$ cat src/rtl/cfgh_pkg.sv
package cfgh_pkg;

  typedef enum logic [2:0] {
    ST_IDLE   = 3'd0,
    ST_PULSE  = 3'd1,
    ST_WSTAT  = 3'd2,
    ST_STREAM = 3'd3,
    ST_WDONE  = 3'd4,
    ST_DONE   = 3'd5,
    ST_ERR    = 3'd6
  } seq_state_e;

  function automatic int max3(input int a, input int b, input int c);
    int m;
    m = (a > b) ? a : b;
    return (m > c) ? m : c;
  endfunction

endpackage

$ cat src/rtl/cfgh_sync.sv
// Multi-bit bank of independent flop chains for asynchronous inputs.
module cfgh_sync #(
  parameter int W      = 1,
  parameter int STAGES = 2
) (
  input  logic         clk,
  input  logic         rst_n,
  input  logic [W-1:0] d_i,
  output logic [W-1:0] q_o
);

  if (STAGES < 2) begin : g_bad_stages
    $error("cfgh_sync needs at least two stages");
  end

  logic [W-1:0] chain_q [STAGES];

  always_ff @(posedge clk or negedge rst_n) begin
    if (!rst_n) begin
      for (int i = 0; i < STAGES; i++) chain_q[i] <= '0;
    end else begin
      chain_q[0] <= d_i;
      for (int i = 1; i < STAGES; i++) chain_q[i] <= chain_q[i-1];
    end
  end

  assign q_o = chain_q[STAGES-1];

endmodule

$ cat src/rtl/cfgh_pipe.sv
// Output pipeline toward the target. It never stalls: words in flight always
// drain, and the whole pipeline is cleared at once on flush.
module cfgh_pipe #(
  parameter int DW    = 16,
  parameter int DEPTH = 2
) (
  input  logic          clk,
  input  logic          rst_n,
  input  logic          flush_i,
  input  logic          in_valid_i,
  input  logic [DW-1:0] in_data_i,
  output logic          out_valid_o,
  output logic [DW-1:0] out_data_o,
  output logic          empty_o
);

  if (DEPTH < 1) begin : g_bad_depth
    $error("cfgh_pipe needs at least one stage");
  end

  logic [DEPTH-1:0] vld_q;
  logic [DW-1:0]    dat_q [DEPTH];

  always_ff @(posedge clk or negedge rst_n) begin
    if (!rst_n) begin
      vld_q <= '0;
      for (int i = 0; i < DEPTH; i++) dat_q[i] <= '0;
    end else begin
      vld_q[0] <= in_valid_i & ~flush_i;
      if (in_valid_i) dat_q[0] <= in_data_i;
      for (int i = 1; i < DEPTH; i++) begin
        vld_q[i] <= vld_q[i-1] & ~flush_i;
        if (vld_q[i-1]) dat_q[i] <= dat_q[i-1];
      end
    end
  end

  assign out_valid_o = vld_q[DEPTH-1];
  assign out_data_o  = dat_q[DEPTH-1];
  assign empty_o     = ~|vld_q;

endmodule

$ cat src/rtl/cfgh_seq.sv
// Sequencer: request pulse, status wait, streaming, done wait.
module cfgh_seq import cfgh_pkg::*; #(
  parameter int PULSE_CYC = 8,
  parameter int STAT_TMO  = 64,
  parameter int DONE_TMO  = 64
) (
  input  logic       clk,
  input  logic       rst_n,
  input  logic       start_i,
  input  logic       stat_ok_i,
  input  logic       rdy_ok_i,
  input  logic       done_ok_i,
  input  logic       src_valid_i,
  input  logic       src_last_i,
  input  logic       pipe_empty_i,
  output seq_state_e state_o,
  output logic       issue_o,
  output logic       src_ready_o,
  output logic       flush_o,
  output logic       cfg_n_o
);

  localparam int MAXC = max3(PULSE_CYC, STAT_TMO, DONE_TMO);
  localparam int CW   = $clog2(MAXC + 1);
  localparam logic [CW-1:0] PULSE_LAST = CW'(PULSE_CYC - 1);
  localparam logic [CW-1:0] STAT_LAST  = CW'(STAT_TMO - 1);
  localparam logic [CW-1:0] DONE_LAST  = CW'(DONE_TMO - 1);

  seq_state_e    st_q, st_d;
  logic [CW-1:0] cnt_q;
  logic          cnt_clr, cnt_inc;
  logic          cfg_n_q;

  assign src_ready_o = (st_q == ST_STREAM) && rdy_ok_i;
  assign issue_o     = src_ready_o && src_valid_i;

  always_comb begin
    st_d    = st_q;
    cnt_clr = 1'b0;
    cnt_inc = 1'b0;
    unique case (st_q)
      ST_IDLE: begin
        if (start_i) begin
          st_d    = ST_PULSE;
          cnt_clr = 1'b1;
        end
      end
      ST_PULSE: begin
        if (cnt_q == PULSE_LAST) begin
          st_d    = ST_WSTAT;
          cnt_clr = 1'b1;
        end else begin
          cnt_inc = 1'b1;
        end
      end
      ST_WSTAT: begin
        if (stat_ok_i) begin
          st_d    = ST_STREAM;
          cnt_clr = 1'b1;
        end else if (cnt_q == STAT_LAST) begin
          st_d = ST_ERR;
        end else begin
          cnt_inc = 1'b1;
        end
      end
      ST_STREAM: begin
        if (!stat_ok_i) begin
          st_d = ST_ERR;
        end else if (issue_o && src_last_i) begin
          st_d    = ST_WDONE;
          cnt_clr = 1'b1;
        end
      end
      ST_WDONE: begin
        if (pipe_empty_i && done_ok_i) begin
          st_d = ST_DONE;
        end else if (cnt_q == DONE_LAST) begin
          st_d = ST_ERR;
        end else begin
          cnt_inc = 1'b1;
        end
      end
      ST_DONE, ST_ERR: begin
        if (start_i) begin
          st_d    = ST_PULSE;
          cnt_clr = 1'b1;
        end
      end
      default: st_d = ST_IDLE;
    endcase
  end

  assign flush_o = (st_d == ST_ERR) && (st_q != ST_ERR);

  always_ff @(posedge clk or negedge rst_n) begin
    if (!rst_n) begin
      st_q    <= ST_IDLE;
      cnt_q   <= '0;
      cfg_n_q <= 1'b1;
    end else begin
      st_q    <= st_d;
      cfg_n_q <= (st_d != ST_PULSE);
      if (cnt_clr)      cnt_q <= '0;
      else if (cnt_inc) cnt_q <= cnt_q + 1'b1;
    end
  end

  assign state_o = st_q;
  assign cfg_n_o = cfg_n_q;

endmodule

$ cat src/rtl/cfg_stream_host.sv
module cfg_stream_host import cfgh_pkg::*; #(
  parameter int DATA_W     = 16,
  parameter int PIPE_DEPTH = 2,
  parameter int RDY_LAT    = 4,
  parameter int PULSE_CYC  = 8,
  parameter int STAT_TMO   = 64,
  parameter int DONE_TMO   = 64
) (
  input  logic              clk,
  input  logic              rst_n,
  input  logic              start_i,
  input  logic              src_valid_i,
  input  logic [DATA_W-1:0] src_data_i,
  input  logic              src_last_i,
  output logic              src_ready_o,
  output logic              tgt_clk_o,
  output logic              tgt_cfg_n_o,
  input  logic              tgt_status_i,
  input  logic              tgt_ready_i,
  input  logic              tgt_done_i,
  output logic [DATA_W-1:0] tgt_data_o,
  output logic              tgt_valid_o,
  output logic              cfg_done_o,
  output logic              cfg_err_o
);

  localparam int SYNC_STAGES = 2;
  localparam int OVERRUN     = SYNC_STAGES + PIPE_DEPTH;
  localparam int N_ASYNC     = 3;

  if (DATA_W != 8 && DATA_W != 16 && DATA_W != 32) begin : g_bad_width
    $error("DATA_W must be 8, 16 or 32");
  end
  if (RDY_LAT < 1 || RDY_LAT > 6) begin : g_bad_lat
    $error("RDY_LAT must lie in 1..6");
  end
  if (OVERRUN > RDY_LAT) begin : g_bad_overrun
    $error("synchronizer plus pipeline depth exceeds the ready latency budget");
  end
  if (PULSE_CYC < SYNC_STAGES + 2) begin : g_bad_pulse
    $error("PULSE_CYC too short to flush stale status through the synchronizer");
  end

  logic [N_ASYNC-1:0] async_in, async_s;
  logic               rdy_s, stat_s, done_s, rdy_ok;
  logic               issue, flush, pipe_empty;
  seq_state_e         state;

  assign async_in = {tgt_done_i, tgt_status_i, tgt_ready_i};

  cfgh_sync #(.W(N_ASYNC), .STAGES(SYNC_STAGES)) u_sync (
    .clk   (clk),
    .rst_n (rst_n),
    .d_i   (async_in),
    .q_o   (async_s)
  );

  assign rdy_s  = async_s[0];
  assign stat_s = async_s[1];
  assign done_s = async_s[2];
  assign rdy_ok = rdy_s & stat_s;

  cfgh_seq #(
    .PULSE_CYC (PULSE_CYC),
    .STAT_TMO  (STAT_TMO),
    .DONE_TMO  (DONE_TMO)
  ) u_seq (
    .clk          (clk),
    .rst_n        (rst_n),
    .start_i      (start_i),
    .stat_ok_i    (stat_s),
    .rdy_ok_i     (rdy_ok),
    .done_ok_i    (done_s),
    .src_valid_i  (src_valid_i),
    .src_last_i   (src_last_i),
    .pipe_empty_i (pipe_empty),
    .state_o      (state),
    .issue_o      (issue),
    .src_ready_o  (src_ready_o),
    .flush_o      (flush),
    .cfg_n_o      (tgt_cfg_n_o)
  );

  cfgh_pipe #(.DW(DATA_W), .DEPTH(PIPE_DEPTH)) u_pipe (
    .clk         (clk),
    .rst_n       (rst_n),
    .flush_i     (flush),
    .in_valid_i  (issue),
    .in_data_i   (src_data_i),
    .out_valid_o (tgt_valid_o),
    .out_data_o  (tgt_data_o),
    .empty_o     (pipe_empty)
  );

  assign tgt_clk_o  = clk;
  assign cfg_done_o = (state == ST_DONE);
  assign cfg_err_o  = (state == ST_ERR);

endmodule

$ cat config.mk
export PLATFORM = sky130hd
export DESIGN_NAME = cfg_stream_host
export DESIGN_NICKNAME = d
export VERILOG_FILES = /design/src/rtl/cfgh_pkg.sv /design/src/rtl/cfgh_sync.sv /design/src/rtl/cfgh_pipe.sv /design/src/rtl/cfgh_seq.sv /design/src/rtl/cfg_stream_host.sv
export SDC_FILE = /design/constraint.sdc
export NUM_CORES = 1
export LEC_CHECK = 0
export BUFFER_PORTS_ARGS = -buffer_cell sky130_fd_sc_hd__buf_2
export CAP_MARGIN = 20
export CORE_UTILIZATION = 40
export CTS_CLUSTER_SIZE = 24
export DETAILED_ROUTE_END_ITERATION = 7
export SETUP_SLACK_MARGIN = 0.3
export SLEW_MARGIN = 20
export SYNTH_ARGS = -nofsm -noshare
export SYNTH_HDL_FRONTEND = slang
export SYNTH_SLANG_ARGS = --single-unit
$ cat constraint.sdc
create_clock -name clk -period 2.35 [get_ports clk]
set_clock_uncertainty 0.2 [all_clocks]
set_input_delay 0.1175 -clock clk [delete_from_list [all_inputs] [get_ports clk]]
set_output_delay 0.1175 -clock clk [all_outputs]
set_load 0.02 [all_outputs]
==> results list, run 1 <==
- Layout Cells excl Fill: 349
- Area growth from synthesis to final layout: 29.0%
- Fraction of synthesis flops using an asynchronous set or reset pin: 100%
* Final Critical Period: 2140 ps
* Overflow after GRT: 0
* Worst path setup slack after routing: 207 ps
* Status: completed
* DRC violations left: 0
- Overall track demand over capacity in global routing: 16.3%
- Maximum number of pins on one net before global-route repair: 20
- After global routing, the most crowded layer is met2.
- The repair_antennas step left the layout with diodes totalling 0.
* # Max-Cap Violations: 0
- In this run the worst setup path terminates at u_pipe.vld_q[1]$_DFF_PN0_.
- Counting flops with a built-in enable in the synthesized netlist gives 0.
* Via count: 1768
- Met3 demand-to-capacity share in global routing: 4.46%
* Worst EP arrival: 2240 ps
* Net count of the mapped netlist: 228
- In this run the critical register-to-register path is launched from u_seq.cnt_q[6]$_DFFE_PN0P_.
- Input and output buffers added on the ports amount to 45.
- For this run, global-route usage on met2 was measured as 25.0%.
- Summing the sequential cell areas from Yosys gives 52.6% of the chip area.
- Initial antenna violation count: 0
* Required time of the critical path: 2450 ps
* Global-route track usage on met1: 20.9%
- STA classifies the critical path endpoint as a flip-flop.
* Netlist area before placement: 2430 µm²
- Average routed wire per standard cell: 13.4 µm
- Detailed router's first-iteration violation count: 53
- Across all register-to-register paths, the minimum setup slack is 210 ps.
- After synthesis the netlist holds a flip-flop and latch count of 51.
- Area after DPL: 2720 µm²
- After clock tree synthesis, the clock-pin slew on the worst setup and hold paths is 90 ps.
- Along the worst path, the maximum fanout reaches 4.
* Number of synthesis warnings: 0
- The layout has 530 filler cells.
- The number of global-route vias before repair came to 1753.
* Transition time at the pin with the least slew margin: 643 ps
- The post-route netlist has 44.5% of its cells at a drive strength greater than 1.
- At the end of routability-driven placement, the weighted congestion stood at 0.789.
- Placeable core region: 5890 µm²
- HPWL after DPL: 3170 µm
- A synthesized cell averages 12.0 µm².
* Worst-case headroom to the max-slew limit: 57.0%
- R2r endpoint: u_pipe.vld_q[1]$_DFF_PN0_
- Max-slew violation total from the final report: 0
* Drt total wl: 4690 µm
- Final design utilization: 53.2%
* Total non-filler cell area in the finished layout: 3130 µm²
- Number of cells on the worst reg-to-reg path: 5
* Die Height: 79.9 µm
- Commonest non-fill, non-tap cells in the layout: dfrtp_1 (50), buf_2 (45), mux2_2 (32), dlygate4sd3_1 (23), buf_4 (18)
* Clock tree from TritonCTS: yes
- Across the VDD grid, the largest voltage drop is 0.000503 V.
- In the routed layout, each cell is associated on average with a via count of 5.07.
* Number of detailed-route iterations in the first pass: 4
* Die footprint: 6380 µm²
- Setup violations remaining at the end of the flow were counted as 0.
- Class of the tightest hold or removal check: in -> async
* Post-route setup TNS: 0 ps
- Number of routed nets with antenna violations: 0
* Max Clock Freq: 467 MHz
* Worst-Skew Late Latency: 410 ps
* Type of the setup path with the least slack: reg -> reg
- Distinct cells, synth: 47
- Pwr dens: 798 nW/µm²
- The library cell used most frequently in the layout, excluding fill and tap cells, is dfrtp_1.
- Synth Instances: 202
- The critical path starts at u_seq.cnt_q[6]$_DFFE_PN0P_.
- Cell count after placement: 313
* Static leakage: 1.55 nW
- Setup repair after global routing could not meet its margin everywhere.
- Number of placement rows: 28
- The net count of the finished layout is 299.
* Number of hold violations in the final report: 0
- Worst slack at placement: 94.1 ps
- The worst setup path is launched from a flip-flop.
- The first global-routing pass estimated 7760 µm of wire.
* Initial Utilization: 41.2%
- In the finished design, the share of the clock period the worst path needs comes to 91.2%.
- In the synthesized netlist the dominant register cell turns out to be dfrtp_1.
* Die X-Extent: 79.9 µm
- During I/O placement, the number of pins put on the boundary was 46.
==> worst min path at each step <==
stage | from | endpoint | slack, ps | cells past startpoint
after floorplan | rst_n | u_pipe.dat_q[16]$_DFFE_PN0N_ | -380 | 0
after global placement | rst_n | u_pipe.out_data_o[5]$_DFFE_PN0P_ | -150 | 1
after detailed placement | rst_n | u_pipe.dat_q[21]$_DFFE_PN0N_ | -140 | 1
after CTS | rst_n | u_seq.cfg_n_o$_DFF_PN1_ | 20 | 2
after global routing | rst_n | u_seq.cfg_n_o$_DFF_PN1_ | 40 | 2
final | rst_n | u_seq.cfg_n_o$_DFF_PN1_ | 20 | 2
==> timing repair <==
action	4_1_cts	5_1_grt
hold endpoints to repair	72	0
resized for setup	2	2
setup buffers	2	0
gates cloned	0	0
setup endpoints to repair	8	24
pin swaps	2	0
hold buffers	23	0
==> cell usage after synthesis, types with 2 or more instances <==
library cell,instances,area share (%)
o21ai_0,3,0.62
o2111ai_1,3,1.1
or4_1,2,0.62
nor2b_1,2,0.52
buf_4,17,5.3
buf_2,4,0.82
nor2_1,17,2.6
nand3b_1,2,0.62
inv_1,3,0.46
a21oi_1,6,1.2
and3_1,4,1.0
xnor2_1,3,1.1
o31ai_1,2,0.62
xor2_1,2,0.72
o31a_1,2,0.72
or3_1,2,0.52
buf_6,2,0.93
nand3_1,7,1.4
dfrtp_1,50,52
mux2_2,32,15
clkbuf_1,3,0.46
nand2_1,7,1.1
a211oi_1,2,0.62
nor3b_1,2,0.62
==> worst max-delay path, stage by stage, from the launching register on <==
cell and delay (ps):
dfrtp_1 390, or4_4 580, nor2_4 120, o221ai_2 100, or4_1 400, o31a_1 240
==> layout make-up <==
type | count | area (µm²) | area share (%)
Multi-Input combinational cell | 122 | 992 | 31.7
Clock inverter | 1 | 7.51 | 0.240
Inverter | 3 | 11.3 | 0.360
Sequential cell | 51 | 1280 | 40.8
Timing Repair Buffer | 86 | 606 | 19.3
Tap cell | 75 | 93.8 | 3.00
Clock buffer | 11 | 143 | 4.56
==> cells by family (layout without fill, tap and decap cells) <==
logic type,Yosys count,after routing,synth area share [%]
AND/OR/NAND/NOR,53,53,11.9
flip-flops,51,51,52.6
XOR/XNOR,5,5,1.80
multiplexers,33,33,15.3
AO/OA/AOI/OAI,29,29,9.12
buffers and inverters,29,101,7.94
adder cells (fa/ha/maj),2,2,1.34
==> metal layers <==
metal,part of all wire (%),wire length (µm)
met1,46,2160
met2,48,2240
met3,4.0,187
met4,2.1,100
met5,0,0
==> registers in the layout (all words and copies together) (netlist names) <==
| signal | flops |
|---|---|
| u_pipe.dat_q | 16 |
| u_pipe.out_data_o | 16 |
| u_seq.cnt_q | 7 |
| u_seq.state_o | 3 |
| u_sync.chain_q | 3 |
| u_sync.q_o | 3 |
| u_pipe.vld_q | 2 |
| u_seq.cfg_n_o | 1 |
==> where the power goes <==
part | switching (mW) | total, mW | leakage, nW | internal (mW)
combinational | 0.361 | 0.705 | 0.784 | 0.343
clock | 0.324 | 0.712 | 0.0760 | 0.388
sequential | 0.0819 | 1.08 | 0.688 | 1.00
total | 0.767 | 2.50 | 1.55 | 1.73
==> stage by stage <==
stage / hold WS, ps / total power, mW
2_1_floorplan: -378 / 1.59
3_3_place_gp: -146 / 1.76
3_5_place_dp: -143 / 1.77
4_1_cts: 18.8 / 2.51
5_1_grt: 41.8 / 2.65
6_report: 21.6 / 2.50
No activity file was read; power rests on OpenSTA's default activity.
==> run 2: changes to the inputs <==
==> constraint.sdc (replaced) <==
create_clock -name clk -period 2.09 [get_ports clk]
set_clock_uncertainty 0.2 [all_clocks]
set_input_delay 0.1045 -clock clk [delete_from_list [all_inputs] [get_ports clk]]
set_output_delay 0.1045 -clock clk [all_outputs]
set_load 0.05 [all_outputs]
==> results list, run 2 (same netlist as run 1, synthesis figures left out) <==
- Status: finished, violations left (was completed).
- The final reports fail on negative setup slack.
* DRC violations left: 0 (unchanged)
- The critical path capture point type is a flip-flop (unchanged).
* Avg Vias per Cell: 5.02 (was 5.07)
- The global route total overflow is 0 (unchanged).
* Unrepaired setup endpoints after global routing: true (unchanged)
- Worst path setup slack after routing: -53.7 ps (was 207 ps)
- Worst setup path startpoint: u_seq.cnt_q[5]$_DFFE_PN0P_ (was u_seq.cnt_q[6]$_DFFE_PN0P_)
- Initial antenna violation count: 0 (unchanged)
- HPWL after DPL: 3400 µm (was 3170 µm)
- The DRC violation total after the first TritonRoute iteration came to 68 (was 53).
* Most common library cell in the layout ignoring fill and taps: dfrtp_1 (unchanged)
- Static leakage: 1.69 nW (was 1.55 nW)
- Post-route setup TNS: -130 ps (was 0 ps)
- The CTS tree is yes (unchanged).
- Share of cells above drive strength 1: 52.7% (was 44.5%)
* Number of nets at the end of the flow: 319 (was 299)
* Boundary pin count: 46 (unchanged)
- The area inside the core boundary was 5890 µm² (unchanged).
- The category of the critical setup timing path was reg -> reg (unchanged).
- The count of final max-slew check failures was 0 (unchanged).
- The number of placement rows is 28 (unchanged).
* Number of routed nets with antenna violations: 0 (unchanged)
- The shortest period the worst path allows came to 2140 ps (about the same).
- Final setup fails: 6 (was 0)
- Worst-Skew Late Latency: 400 ps (was 410 ps)
* Reg clk slew, reported paths: 90 ps (about the same)
* Number of fillers in the final layout: 491 (was 530)
* Reg-to-reg critical path startpoint: u_seq.cnt_q[5]$_DFFE_PN0P_ (was u_seq.cnt_q[6]$_DFFE_PN0P_)
- The overall die height is 79.9 µm (unchanged).
- Die X-Extent: 79.9 µm (unchanged)
- Maximum resistive drop on vdd: 0.000664 V (was 0.000503 V)
- Final worst-path cycle share: 103% (was 91.2%)
- The largest net degree at the start of global routing is 29 (was 20).
- The worst-margin pin slew was 425 ps (was 643 ps).
* Via count: 1852 (was 1768)
- The count of placed standard cells in the final layout, fillers left out is 369 (was 349).
- The total routing resource utilization after global routing was 17.0% (was 16.3%).
- Power after layout: 3.11 mW (was 2.50 mW)
- The antenna cell count came to 0 (unchanged).
* Number of detailed-route iterations in the first pass: 4 (unchanged)
- The headroom to the max-slew limit is 71.6% (was 57.0%).
* Required time of the critical path: 2190 ps (was 2450 ps)
- The number of global-route vias before repair was 1820 (was 1753).
- Number of hold violations in the final report: 0 (unchanged)
- The critical path data arrival time is 2240 ps (about the same).
- First-pass GRT wire length: 8190 µm (was 7760 µm)
* Class of the tightest hold or removal check: in -> async (unchanged)
- Area growth from synthesis to final layout: 43.1% (was 29.0%)
* Final design utilization: 59.0% (was 53.2%)
- Minimum hold slack: 26.5 ps (was 21.6 ps)
- # Max-Cap Violations: 0 (unchanged)
- The count of buffers inserted at the top-level ports is 45 (unchanged).
* Commonest non-fill, non-tap cells in the layout: dfrtp_1 (48), buf_2 (45), buf_4 (28), dlygate4sd3_1 (22) (was dfrtp_1 (50), buf_2 (45), mux2_2 (32), dlygate4sd3_1 (23), buf_4 (18))
* Pwr dens: 896 nW/µm² (was 798 nW/µm²)
- Maximum fanout along the worst path: 6 (was 4)
- The final weighted congestion in routability-driven placement was 0.862 (was 0.789).
* Critical Path Start Type: flip-flop (unchanged)
* Drt total wl: 5620 µm (was 4690 µm)
- Max Clock Freq: 466 MHz (was 467 MHz)
- Die footprint: 6380 µm² (unchanged)
- The initial cell density of the core came to 41.2% (unchanged).
- Cell count after placement: 326 (was 313)
* Average routed wire per standard cell: 15.2 µm (was 13.4 µm)
==> run 2: changes by cell type in the layout (fill, tap and decap cells not counted), sizes merged <==
cell	previous run	this run
buf	64	83
dlygate4sd3	23	22
clkbuf	10	12
==> run 2: through the flow <==
stage	area [µm²]	worst slack, ps
floorplan	2450	-186
global placement	2810	-123
detailed placement	2810	-153
CTS	3200	-50.2
global route	3470	-162
finish	3470	-53.7
==> run 2: final timing paths <==
check,end,slack (ps),depth (start not counted)
hold / removal,u_pipe.out_data_o[5]$_DFFE_PN0P_,30,3
hold reg to reg,u_sync.q_o[1]$_DFF_PN0_,180,0
setup / recovery,u_seq.cnt_q[1]$_DFFE_PN0P_,-50,6
max in group asynchronous,u_pipe.dat_q[30]$_DFFE_PN0N_,840,3
setup reg to reg,u_seq.cnt_q[1]$_DFFE_PN0P_,-50,6
min in group clk,u_seq.state_o[0]$_DFF_PN0_,60,4
==> run 2: worst max-delay path, cell delays in order (launching register included) <==
cell and delay [ps]:
dfrtp_1 400, or4_4 540, buf_6 140, o211ai_1 180, o31a_1 310, mux2i_1 210, nor2_1 50
==> run 2: final cells by class <==
cell class                 count  area, µm²  share of cell area (%)
inverter                       3       13.8                   0.396
clock buffer                  11        143                    4.11
timing repair buffer         106        826                    23.8
sequential                    51       1280                    36.9
tap                           75       93.8                    2.70
clock inverter                 1       7.51                   0.216
multi-input combinational    122       1110                    32.0
==> run 2: routing by layer <==
metal / global-route usage [%] / routed length, µm / share of wire, % / vias up
li1: - / - / - / 893
met1: 22.2 / 2600 / 46 / 910
met2: 25.9 / 2720 / 48 / 42
met3: 4.46 / 210 / 3.7 / 7
met4: 8.93 / 85 / 1.5 / 0
met5: 0 / 0 / 0 / -
==> run 2: where the power goes <==
group	switching [mW]	internal (mW)	total (mW)	leakage, nW
logic	0.529	0.528	1.06	0.925
clock network	0.410	0.436	0.847	0.0760
registers	0.0821	1.13	1.21	0.685
total	1.02	2.09	3.11	1.69
==> run 2: what timing repair did <==
item	4_1_cts	5_1_grt
setup buffers	1	6
hold buffers	22	0
hold endpoints to repair	71	0
cloned	0	3
pin swaps	3	9
setup endpoints to repair	29	30
resized for setup	4	50
==> run 3: changes to the inputs <==
--- a/config.mk
+++ b/config.mk
@@ -7,7 +7,9 @@
 export LEC_CHECK = 0
 export BUFFER_PORTS_ARGS = -buffer_cell sky130_fd_sc_hd__buf_2
 export CAP_MARGIN = 20
+export CORE_ASPECT_RATIO = 0.5
 export CORE_UTILIZATION = 40
+export CTS_BUF_LIST = sky130_fd_sc_hd__clkbuf_8
 export CTS_CLUSTER_SIZE = 24
 export DETAILED_ROUTE_END_ITERATION = 7
 export SETUP_SLACK_MARGIN = 0.3
==> results list, run 3 (same netlist as run 1, synthesis figures left out) <==
- The count of final max-slew check failures was 0 (unchanged).
- The slowest cell on the critical path is or4_4 (unchanged).
- The number of antenna-violating nets in the routed design came to 0 (unchanged).
- The mean routed wirelength per cell was 15.5 µm (was 15.2 µm).
* Share of cells above drive strength 1: 56.5% (was 52.7%)
- # Max-Cap Violations: 0 (unchanged)
- The placed wire-length estimate after detailed placement is 3500 µm (was 3400 µm).
* Critical Path End Type: flip-flop (unchanged)
- The count of buffers inserted at the top-level ports came to 45 (unchanged).
- Worst EP arrival: 2250 ps (was 2240 ps)
- The number of antenna violations at the first check in global routing was 0 (unchanged).
- The critical path data required time was 2180 ps (was 2190 ps).
- Minimum hold slack: 14.6 ps (was 26.5 ps)
* Static leakage: 1.72 nW (was 1.69 nW)
- Commonest non-fill, non-tap cells in the layout: dfrtp_1 (48), buf_2 (41), buf_4 (35), dlygate4sd3_1 (22) (was dfrtp_1 (48), buf_2 (45), buf_4 (28), dlygate4sd3_1 (22)).
- Detailed router's first-iteration violation count: 84 (was 68)
* Die Height: 57.1 µm (was 79.9 µm)
- The clock latency on the worst-skew pair was 400 ps (about the same).
- DRC violations left: 2 (was 0)
* Overall track demand over capacity in global routing: 19.1% (was 17.0%)
- Status: finished, violations left (unchanged)
* Maximum resistive drop on vdd: 0.000461 V (was 0.000664 V)
- The number of placed I/O pins is 46 (unchanged).
- Routability congestion estimate: 0.826 (was 0.862)
* Largest delay contributor family on the critical path: simple AND/OR/NAND/NOR gates (unchanged)
- The largest net degree at the start of global routing came to 22 (was 29).
- Avg Vias per Cell: 5.24 (was 5.02)
* Type of the setup path with the least slack: reg -> reg (unchanged)
* Area growth from synthesis to final layout: 47.9% (was 43.1%)
- Cells along the critical path: or4_4 -> nor2_4 -> o221ai_2 -> or4_1 -> o31a_1 (was or4_4 -> buf_6 -> o211ai_1 -> o31a_1 -> mux2i_1 -> nor2_1).
* Via count: 1951 (was 1852)
* Bufs and invs on worst path: 0 (was 1)
* Violated checks: design-rule violations, negative setup slack (was negative setup slack)
* Diodes inserted: 0 (unchanged)
- The number of placement rows was 19 (was 28).
* Drt total wl: 5780 µm (was 5620 µm)
* Cell count after placement: 323 (was 326)
* Reg clk slew, reported paths: 90 ps (about the same)
- Die X-Extent: 112 µm (was 79.9 µm)
- The largest stage delay on the critical path was 550 ps (was 540 ps).
- The shortest period the worst path allows came to 2160 ps (was 2140 ps).
- Max Clock Freq: 464 MHz (was 466 MHz)
* Number of detailed-route iterations in the first pass: 6 (was 4)
* Worst-case headroom to the max-slew limit: 58.9% (was 71.6%)
* Number of hold violations in the final report: 0 (unchanged)
- The wire length of the first global-routing pass is 9070 µm (was 8190 µm).
- Most common library cell in the layout ignoring fill and taps: dfrtp_1 (unchanged)
* Unrepaired setup endpoints after global routing: true (unchanged)
- Final worst-path cycle share: 103% (about the same)
* Clock tree from TritonCTS: yes (unchanged)
- The global route total overflow came to 0 (unchanged).
* Critical Path Start Type: flip-flop (unchanged)
- Worst path setup slack after routing: -67.5 ps (was -53.7 ps)
- Placeable core region: 5660 µm² (was 5890 µm²)
- Class of the tightest hold or removal check: in -> async (unchanged)
- Transition time at the pin with the least slew margin: 614 ps (was 425 ps)
- The cell area power density is 941 nW/µm² (was 896 nW/µm²).
- The count of placed standard cells in the final layout, fillers left out was 372 (was 369).
- The initial cell density of the core came to 42.9% (was 41.2%).
- Number of nets at the end of the flow: 324 (was 319)
* Number of global-route vias before repair: 1916 (was 1820)
- The final-report setup violation count came to 6 (unchanged).
- The die area came to 6400 µm² (was 6380 µm²).
- The maximum fanout count along the critical path is 2 (was 6).
[run 3: cell type report]
type / count / area [µm²]
Sequential cell: 51 / 1280
Multi-Input combinational cell: 122 / 1180
Fill cell: 430 / 2070
Timing Repair Buffer: 111 / 855
Clock inverter: 2 / 38.8
Inverter: 3 / 13.8
Clock buffer: 10 / 131
Tap cell: 73 / 91.3
[run 3: timing repair]
item                                    in CTS  in global routing
endpoints found under the setup margin      32                 31
gates resized for setup                     21                 49
endpoints found under the hold margin       70                  0
pin swaps                                   11                 13
hold buffers                                22                  0
setup buffers                                3                 13
[run 3: path summary, 6_finish.rpt]
kind / startpoint / end / slack (ps) / depth (start not counted)
hold / removal: rst_n / u_seq.cnt_q[0]$_DFFE_PN0P_ / 10 / 3
setup reg to reg: u_seq.cnt_q[5]$_DFFE_PN0P_ / u_pipe.vld_q[1]$_DFF_PN0_ / -70 / 5
hold reg to reg: u_sync.chain_q[5]$_DFF_PN0_ / u_sync.q_o[2]$_DFF_PN0_ / 170 / 0
setup / recovery: u_seq.cnt_q[5]$_DFFE_PN0P_ / u_pipe.vld_q[1]$_DFF_PN0_ / -70 / 5
min in group clk: start_i / u_pipe.vld_q[1]$_DFF_PN0_ / 30 / 4
max in group asynchronous: rst_n / u_pipe.out_data_o[13]$_DFFE_PN0P_ / 680 / 3
[run 3: worst reg2reg max path: cells and delay by family, from the launching register on]
family / cells / cell delay [ps]
compound gates: 2 / 360
flops: 1 / 410
simple gates: 3 / 1070
[run 3: metal layers]
metal / up-vias / track usage (%) / wire length (µm)
met5: - / 0 / 0
met4: 0 / 10.5 / 98
met3: 9 / 6.38 / 201
met2: 47 / 32.5 / 2960
met1: 991 / 21.8 / 2520
li1: 904 / - / -
[run 3: per-stage QoR]
stage | power [mW] | TNS (ps) | setup slack [ps] | utilization [%] | cell area, µm²
2_1_floorplan | 1.88 | -220 | -186 | - | 2450
3_3_place_gp | 2.13 | -211 | -134 | 49.6 | 2800
3_5_place_dp | 2.16 | -536 | -184 | 49.6 | 2800
4_1_cts | 3.15 | -136 | -69.1 | 58.2 | 3290
5_1_grt | 3.58 | -717 | -149 | 63.5 | 3590
6_report | 3.38 | -275 | -67.5 | 63.5 | 3590
[run 3: where the power goes]
part | internal, mW | switching, mW | total (mW)
clock | 0.542 | 0.437 | 0.979
combinational | 0.603 | 0.589 | 1.19
sequential | 1.13 | 0.0804 | 1.21
